File: src/rtl/scsi_regif_pkg.sv
package scsi_regif_pkg;

  localparam int ADDR_W = 3;

  typedef enum logic [ADDR_W-1:0] {
    SLOT_DATA   = 3'd0,
    SLOT_ICMD   = 3'd1,
    SLOT_MODE   = 3'd2,
    SLOT_TCMD   = 3'd3,
    SLOT_STAT   = 3'd4,
    SLOT_BSTAT  = 3'd5,
    SLOT_INDATA = 3'd6,
    SLOT_CLR    = 3'd7
  } reg_slot_e;

  localparam int PULSE_BASE = 5;
  localparam int PULSE_N    = 3;

  // DMA acknowledge overrides the address for writes.
  function automatic reg_slot_e write_slot(input logic dma, input logic [ADDR_W-1:0] a);
    return dma ? SLOT_DATA : reg_slot_e'(a);
  endfunction

  // DMA acknowledge overrides the address for reads.
  function automatic reg_slot_e read_slot(input logic dma, input logic [ADDR_W-1:0] a);
    return dma ? SLOT_INDATA : reg_slot_e'(a);
  endfunction

  // An access needs a strobe plus chip select or DMA acknowledge.
  function automatic logic access_on(input logic strobe_n, input logic cs_n, input logic dack_n);
    return !strobe_n && (!cs_n || !dack_n);
  endfunction

endpackage

File: src/rtl/scsi_regif_access.sv
module scsi_regif_access
  import scsi_regif_pkg::*;
(
  input  logic              clk,
  input  logic              rst_n,
  input  logic              cs_n,
  input  logic              rd_n,
  input  logic              wr_n,
  input  logic              dack_n,
  input  logic [ADDR_W-1:0] addr,
  output logic              rd_act,
  output logic              rd_evt,
  output logic              wr_evt,
  output reg_slot_e         slot_r,
  output reg_slot_e         slot_w
);

  logic wr_act;
  logic rd_prev, wr_prev;

  assign rd_act = access_on(rd_n, cs_n, dack_n);
  assign wr_act = access_on(wr_n, cs_n, dack_n);
  assign slot_r = read_slot(!dack_n, addr);
  assign slot_w = write_slot(!dack_n, addr);

  always_ff @(posedge clk or negedge rst_n) begin
    if (!rst_n) begin
      rd_prev <= 1'b0;
      wr_prev <= 1'b0;
    end else begin
      rd_prev <= rd_act;
      wr_prev <= wr_act;
    end
  end

  // One event per access, at its first sampled cycle.
  assign rd_evt = rd_act && !rd_prev;
  assign wr_evt = wr_act && !wr_prev;

  a_r2_single_event: assert property (@(posedge clk) disable iff (!rst_n)
    wr_evt |=> !wr_evt);
  a_r7_single_read_event: assert property (@(posedge clk) disable iff (!rst_n)
    rd_evt |=> !rd_evt);

endmodule

File: src/rtl/scsi_regif_store.sv
module scsi_regif_store
  import scsi_regif_pkg::*;
#(
  parameter int DATA_W = 8
) (
  input  logic              clk,
  input  logic              rst_n,
  input  logic              wr_evt,
  input  logic              rd_evt,
  input  reg_slot_e         slot_w,
  input  reg_slot_e         slot_r,
  input  logic [DATA_W-1:0] d_in,
  input  logic              in_latch,
  input  logic [DATA_W-1:0] scsi_live,
  output logic [DATA_W-1:0] out_data_q,
  output logic [DATA_W-1:0] icmd_q,
  output logic [DATA_W-1:0] mode_q,
  output logic [DATA_W-1:0] tcmd_q,
  output logic [DATA_W-1:0] sel_en_q,
  output logic [DATA_W-1:0] in_data_q,
  output logic [PULSE_N-1:0] start_q,
  output logic              clr_q
);

  always_ff @(posedge clk or negedge rst_n) begin
    if (!rst_n) begin
      out_data_q <= '0;
      icmd_q     <= '0;
      mode_q     <= '0;
      tcmd_q     <= '0;
      sel_en_q   <= '0;
    end else if (wr_evt) begin
      case (slot_w)
        SLOT_DATA: out_data_q <= d_in;
        SLOT_ICMD: icmd_q     <= d_in;
        SLOT_MODE: mode_q     <= d_in;
        SLOT_TCMD: tcmd_q     <= d_in;
        SLOT_STAT: sel_en_q   <= d_in;
        default:   ;
      endcase
    end
  end

  always_ff @(posedge clk or negedge rst_n) begin
    if (!rst_n) in_data_q <= '0;
    else if (in_latch) in_data_q <= scsi_live;
  end

  always_ff @(posedge clk or negedge rst_n) begin
    if (!rst_n) clr_q <= 1'b0;
    else clr_q <= rd_evt && (slot_r == SLOT_CLR);
  end

  for (genvar g = 0; g < PULSE_N; g++) begin : g_pulse
    localparam logic [ADDR_W-1:0] SL = ADDR_W'(PULSE_BASE + g);
    always_ff @(posedge clk or negedge rst_n) begin
      if (!rst_n) start_q[g] <= 1'b0;
      else start_q[g] <= wr_evt && (slot_w == reg_slot_e'(SL));
    end
    a_r5_pulse_one_cycle: assert property (@(posedge clk) disable iff (!rst_n)
      start_q[g] |=> !start_q[g]);
  end

  a_r2_mode_lands: assert property (@(posedge clk) disable iff (!rst_n)
    (wr_evt && slot_w == SLOT_MODE) |=> (mode_q == $past(d_in)));
  a_r5_mode_holds: assert property (@(posedge clk) disable iff (!rst_n)
    !(wr_evt && slot_w == SLOT_MODE) |=> $stable(mode_q));
  a_r6_out_lands: assert property (@(posedge clk) disable iff (!rst_n)
    (wr_evt && slot_w == SLOT_DATA) |=> (out_data_q == $past(d_in)));
  a_r9_latch: assert property (@(posedge clk) disable iff (!rst_n)
    in_latch |=> (in_data_q == $past(scsi_live)));
  a_r7_clr_one_cycle: assert property (@(posedge clk) disable iff (!rst_n)
    clr_q |=> !clr_q);

endmodule

File: src/rtl/scsi_regif_rdmux.sv
module scsi_regif_rdmux
  import scsi_regif_pkg::*;
#(
  parameter int DATA_W = 8
) (
  input  logic              rd_act,
  input  reg_slot_e         slot_r,
  input  logic [DATA_W-1:0] scsi_live,
  input  logic [DATA_W-1:0] icmd_q,
  input  logic [DATA_W-1:0] mode_q,
  input  logic [DATA_W-1:0] tcmd_q,
  input  logic [DATA_W-1:0] bus_stat,
  input  logic [DATA_W-1:0] bus_and_stat,
  input  logic [DATA_W-1:0] in_data_q,
  output logic [DATA_W-1:0] d_out,
  output logic              d_oe
);

  logic [DATA_W-1:0] sel_val;

  always_comb begin
    case (slot_r)
      SLOT_DATA:   sel_val = scsi_live;
      SLOT_ICMD:   sel_val = icmd_q;
      SLOT_MODE:   sel_val = mode_q;
      SLOT_TCMD:   sel_val = tcmd_q;
      SLOT_STAT:   sel_val = bus_stat;
      SLOT_BSTAT:  sel_val = bus_and_stat;
      SLOT_INDATA: sel_val = in_data_q;
      default:     sel_val = '0;
    endcase
  end

  assign d_oe  = rd_act;
  assign d_out = rd_act ? sel_val : '0;

  always_comb begin
    a_r4_quiet_when_off: assert (d_oe || d_out == '0);
  end

endmodule

File: src/rtl/scsi_regif.sv
module scsi_regif
  import scsi_regif_pkg::*;
#(
  parameter int DATA_W = 8
) (
  input  logic              clk,
  input  logic              rst_n,
  input  logic              cs_n,
  input  logic              rd_n,
  input  logic              wr_n,
  input  logic              dack_n,
  input  logic [2:0]        addr,
  input  logic [DATA_W-1:0] d_in,
  output logic [DATA_W-1:0] d_out,
  output logic              d_oe,
  input  logic [DATA_W-1:0] scsi_live,
  input  logic [DATA_W-1:0] bus_stat,
  input  logic [DATA_W-1:0] bus_and_stat,
  input  logic              in_latch,
  output logic [DATA_W-1:0] out_data,
  output logic [DATA_W-1:0] icmd,
  output logic [DATA_W-1:0] mode,
  output logic [DATA_W-1:0] tcmd,
  output logic [DATA_W-1:0] sel_en,
  output logic              start_send,
  output logic              start_trecv,
  output logic              start_irecv,
  output logic              clr_pi
);

  logic              rd_act, rd_evt, wr_evt;
  reg_slot_e         slot_r, slot_w;
  logic [DATA_W-1:0] in_data_q;
  logic [PULSE_N-1:0] start_q;

  scsi_regif_access u_access (
    .clk    (clk),
    .rst_n  (rst_n),
    .cs_n   (cs_n),
    .rd_n   (rd_n),
    .wr_n   (wr_n),
    .dack_n (dack_n),
    .addr   (addr),
    .rd_act (rd_act),
    .rd_evt (rd_evt),
    .wr_evt (wr_evt),
    .slot_r (slot_r),
    .slot_w (slot_w)
  );

  scsi_regif_store #(.DATA_W(DATA_W)) u_store (
    .clk        (clk),
    .rst_n      (rst_n),
    .wr_evt     (wr_evt),
    .rd_evt     (rd_evt),
    .slot_w     (slot_w),
    .slot_r     (slot_r),
    .d_in       (d_in),
    .in_latch   (in_latch),
    .scsi_live  (scsi_live),
    .out_data_q (out_data),
    .icmd_q     (icmd),
    .mode_q     (mode),
    .tcmd_q     (tcmd),
    .sel_en_q   (sel_en),
    .in_data_q  (in_data_q),
    .start_q    (start_q),
    .clr_q      (clr_pi)
  );

  scsi_regif_rdmux #(.DATA_W(DATA_W)) u_rdmux (
    .rd_act       (rd_act),
    .slot_r       (slot_r),
    .scsi_live    (scsi_live),
    .icmd_q       (icmd),
    .mode_q       (mode),
    .tcmd_q       (tcmd),
    .bus_stat     (bus_stat),
    .bus_and_stat (bus_and_stat),
    .in_data_q    (in_data_q),
    .d_out        (d_out),
    .d_oe         (d_oe)
  );

  assign start_send  = start_q[0];
  assign start_trecv = start_q[1];
  assign start_irecv = start_q[2];

  a_r4_no_drive_without_read: assert property (@(posedge clk) disable iff (!rst_n)
    (rd_n || (cs_n && dack_n)) |-> !d_oe);
  a_r8_no_pulse_unselected: assert property (@(posedge clk) disable iff (!rst_n)
    (cs_n && dack_n) |=> !(start_send || start_trecv || start_irecv || clr_pi));
  a_r10_dma_wins: assert property (@(posedge clk) disable iff (!rst_n)
    (!dack_n && !wr_n && !cs_n && addr == 3'd2) |=> $stable(mode));

endmodule

File: config.mk
export PLATFORM = sky130hd
export DESIGN_NAME = scsi_regif
export DESIGN_NICKNAME = d
export VERILOG_FILES = /design/src/rtl/scsi_regif_pkg.sv /design/src/rtl/scsi_regif_access.sv /design/src/rtl/scsi_regif_store.sv /design/src/rtl/scsi_regif_rdmux.sv /design/src/rtl/scsi_regif.sv
export SDC_FILE = /design/constraint.sdc
export NUM_CORES = 1
export LEC_CHECK = 0
export ABC_AREA = 0
export ABC_CLOCK_PERIOD_IN_PS = 1650
export BUFFER_PORTS_ARGS = -buffer_cell sky130_fd_sc_hd__buf_2
export CORE_MARGIN = 1
export CORE_UTILIZATION = 50
export DETAILED_ROUTE_END_ITERATION = 16
export MAX_ROUTING_LAYER = met4
export PLACE_DENSITY = 0.8
export SYNTH_ARGS = -nofsm -noshare
export SYNTH_HDL_FRONTEND = slang
export SYNTH_SLANG_ARGS = --single-unit
File: constraint.sdc
create_clock -name clk -period 1.65 [get_ports clk]
set_input_delay 0.33 -clock clk [delete_from_list [all_inputs] [get_ports clk]]
set_output_delay 0.33 -clock clk [all_outputs]
set_load 0.05 [all_outputs]
==> results.ini <==
[global_route]
grt_pass1_vias = 2759
grtUsageMet1_pct = 42.27
grt_max_degree = 41
gr-usage-all-layers_pct = 34.36
top_usage_layer = met2
grt_overflow_total = 0
met3_usage_pct = 6.826
use_met2_pct = 53.78
grt_antenna_before_repair = 0
grt_pass1_wl_mm = 14.86

[final_layout]
fin_cells = 441
stdcell_area_um2 = 4395
diodes = 0
final_nets = 412
fillCellCount = 250
utilization_pct = 83.92
drive_gt1_share_pct = 72.24
syn2layout_area_growth_pct = 57.89

[cts]
htree_levels = 2
clk_pin_slew_ns = 0.10
cts.sink_count = 54
clk_path_buf_depth = 2
cts-root-buf = clkbuf_8
cts_tree = done
clock_latency_ns = 0.32
cts_inserted_buffers = 5

[synth]
avgSynthCellArea_um2 = 12.21
synth_top_area_cell = dfrtp_1
synth_area_leaders = dfrtp_1 (49%), mux2_2 (21%), and3b_1 (5.3%), o21ai_0 (4.0%), nand3b_1 (2.7%)
synth-seq-cells = 54
syn_area_um2 = 2784
ys.warnings.count = 0
synth_edf_count = 0
synthArstFlopShare_pct = 100.0
yosys.cell_count.top_type = dfrtp_1
synth.net_count = 270
synth_cell_types = 31
synth.top_cells.by_count = dfrtp_1 (54), mux2_2 (53), o21ai_0 (22), and3b_1 (17), nand3b_1 (10)
synth_seq_area_share_pct = 48.54
synth.top_cell.area_share_pct = 48.54
synth_cells = 228
synth-main-ff-cell = dfrtp_1

[placement]
place_area_um2 = 3777
io_buffers = 94
place.gp.congestion = 0.8648
post-place-cells = 411
dp_hpwl_mm = 5.581

[routing]
via_count = 2726
drt-pass1-iter-count = 5
drt_iter0_markers = 243
wire_per_inst_um = 22.38
drc = 0
antenna_left = 0
routed_via_density = 6.181
routed_wl_mm = 9.871

[worst_hold_path]
whs_path_depth = 2
hold_path.class = input port to flop

[timing]
period_needed_ns = 1.865
finalMaxSlewViolations = 0
setup_viol = 9
clock_skew_ns = 0.01651
rsz0062_at_grt = true
fin_crit_sh_pct = 113.0
max-slew-margin-rel_pct = 67.91
tns_ns = -1.114
fin_ws_ns = -0.2146
final_hold_viol_count = 0
max_freq_mhz = 536.3
worstMarginPinSlew_ns = 0.4812

[setup_path]
start_kind = flop
path_class = flop to output port
rr_worst_depth = 5
cp_max_fo = 2
cp.required_ns = 1.32
critPathCaptureType = output port
arrival_ns = 1.53
reg2reg_slack_ns = 0.15

[outcome]
status = complete, but fails checks
violations = setup timing

[power]
power_density_nw_per_um2 = 974.0
power.leakage_uw = 0.002139
peakVddDrop_uv = 697.2

[floorplanning]
die_y_um = 76.62
std_cell_rows = 26
start_util_pct = 53.15
ios = 95
die_area_um2 = 5870
core_area_um2 = 5238
dieWidth_um = 76.62

[run]
cap_violations = 0

## flip-flops by register name (all words and copies together), names as in the netlist
register            cells
u_access.rd_prev        1
u_access.wr_prev        1
u_store.clr_q           1
u_store.icmd_q          8
u_store.in_data_q       8
u_store.mode_q          8
u_store.out_data_q      8
u_store.sel_en_q        8
u_store.start_q         3
u_store.tcmd_q          8
## routing by layer
layer / wire length [um] / part of all wire (%)
met1: 3797 / 38
met2: 4737 / 48
met3: 700 / 7.1
met4: 635 / 6.4
met5: 0 / 0
## power by group
group	total, uW	internal (uW)	switching (uW)
clock network	933	461	472
registers	1650	1520	129
logic	1700	608	1090
## worst max-delay path, cell delays in order, from the launching register on
cell and delay, ns:
dfrtp_2 0.42, and3b_1 0.18, o21ai_2 0.25, a41oi_4 0.17, buf_6 0.19
## logic make-up (layout without fill, tap and decap cells)
logic type	after synthesis	after routing	share of synthesized area, %
flops	54	54	48.54
compound gates	40	40	9.124
buf+inv	18	161	3.101
mux	53	53	21.44
simple gates	63	63	17.80
## cells in the final DEF, fill, tap and decap left out, drive strengths merged, types with 5 or more instances in the layout
cell type / count
a21o: 5
mux2: 53
nand2: 7
o21ai: 23
dfrtp: 54
a41oi: 8
clkbuf: 5
nor3b: 7
nand3b: 10
buf: 149
and3b: 17
## path summary, 6_finish.rpt
path / from / to
max: u_store.icmd_q[5]$_DFFE_PN0P_ / d_out[5]
min: rd_n / u_access.rd_prev$_DFF_PN0_
max reg2reg: u_access.wr_prev$_DFF_PN0_ / u_store.tcmd_q[7]$_DFFE_PN0P_
min reg2reg: u_access.rd_prev$_DFF_PN0_ / u_store.clr_q$_DFF_PN0_
max in group asynchronous: rst_n / u_store.icmd_q[5]$_DFFE_PN0P_
min in group asynchronous: rst_n / u_store.sel_en_q[3]$_DFFE_PN0P_
## through the flow
| step | setup WS [ns] | power, uW | hold WS, ns |
|---|---|---|---|
| after floorplan | -0.05101 | 2667 | 0.03441 |
| after global placement | -0.4123 | 3057 | 0.2514 |
| after detailed placement | -0.4730 | 3086 | 0.2514 |
| after CTS | -0.1062 | 4168 | 0.1931 |
| after global routing | -0.2562 | 4423 | 0.2160 |
| final | -0.2146 | 4281 | 0.2124 |
## cell type report
type / instances / area (um^2) / area share [%]
clock inverters: 3 / 47.55 / 1.082
multi-input cells: 156 / 1677 / 38.14
well taps: 70 / 87.58 / 1.993
flip-flops and latches: 54 / 1368 / 31.11
inverters: 1 / 3.754 / 0.08540
clock buffers: 5 / 68.82 / 1.566
repair buffers: 152 / 1144 / 26.02
## timing repair
action	4_1_cts	5_1_grt
endpoints found under the hold margin	14	0
setup endpoints to repair	8	8
setup buffers	19	4
hold buffers	1	0
resized for setup	74	13
cloned	2	0
pin swaps	36	16
Power figures use the tool's default switching activity.
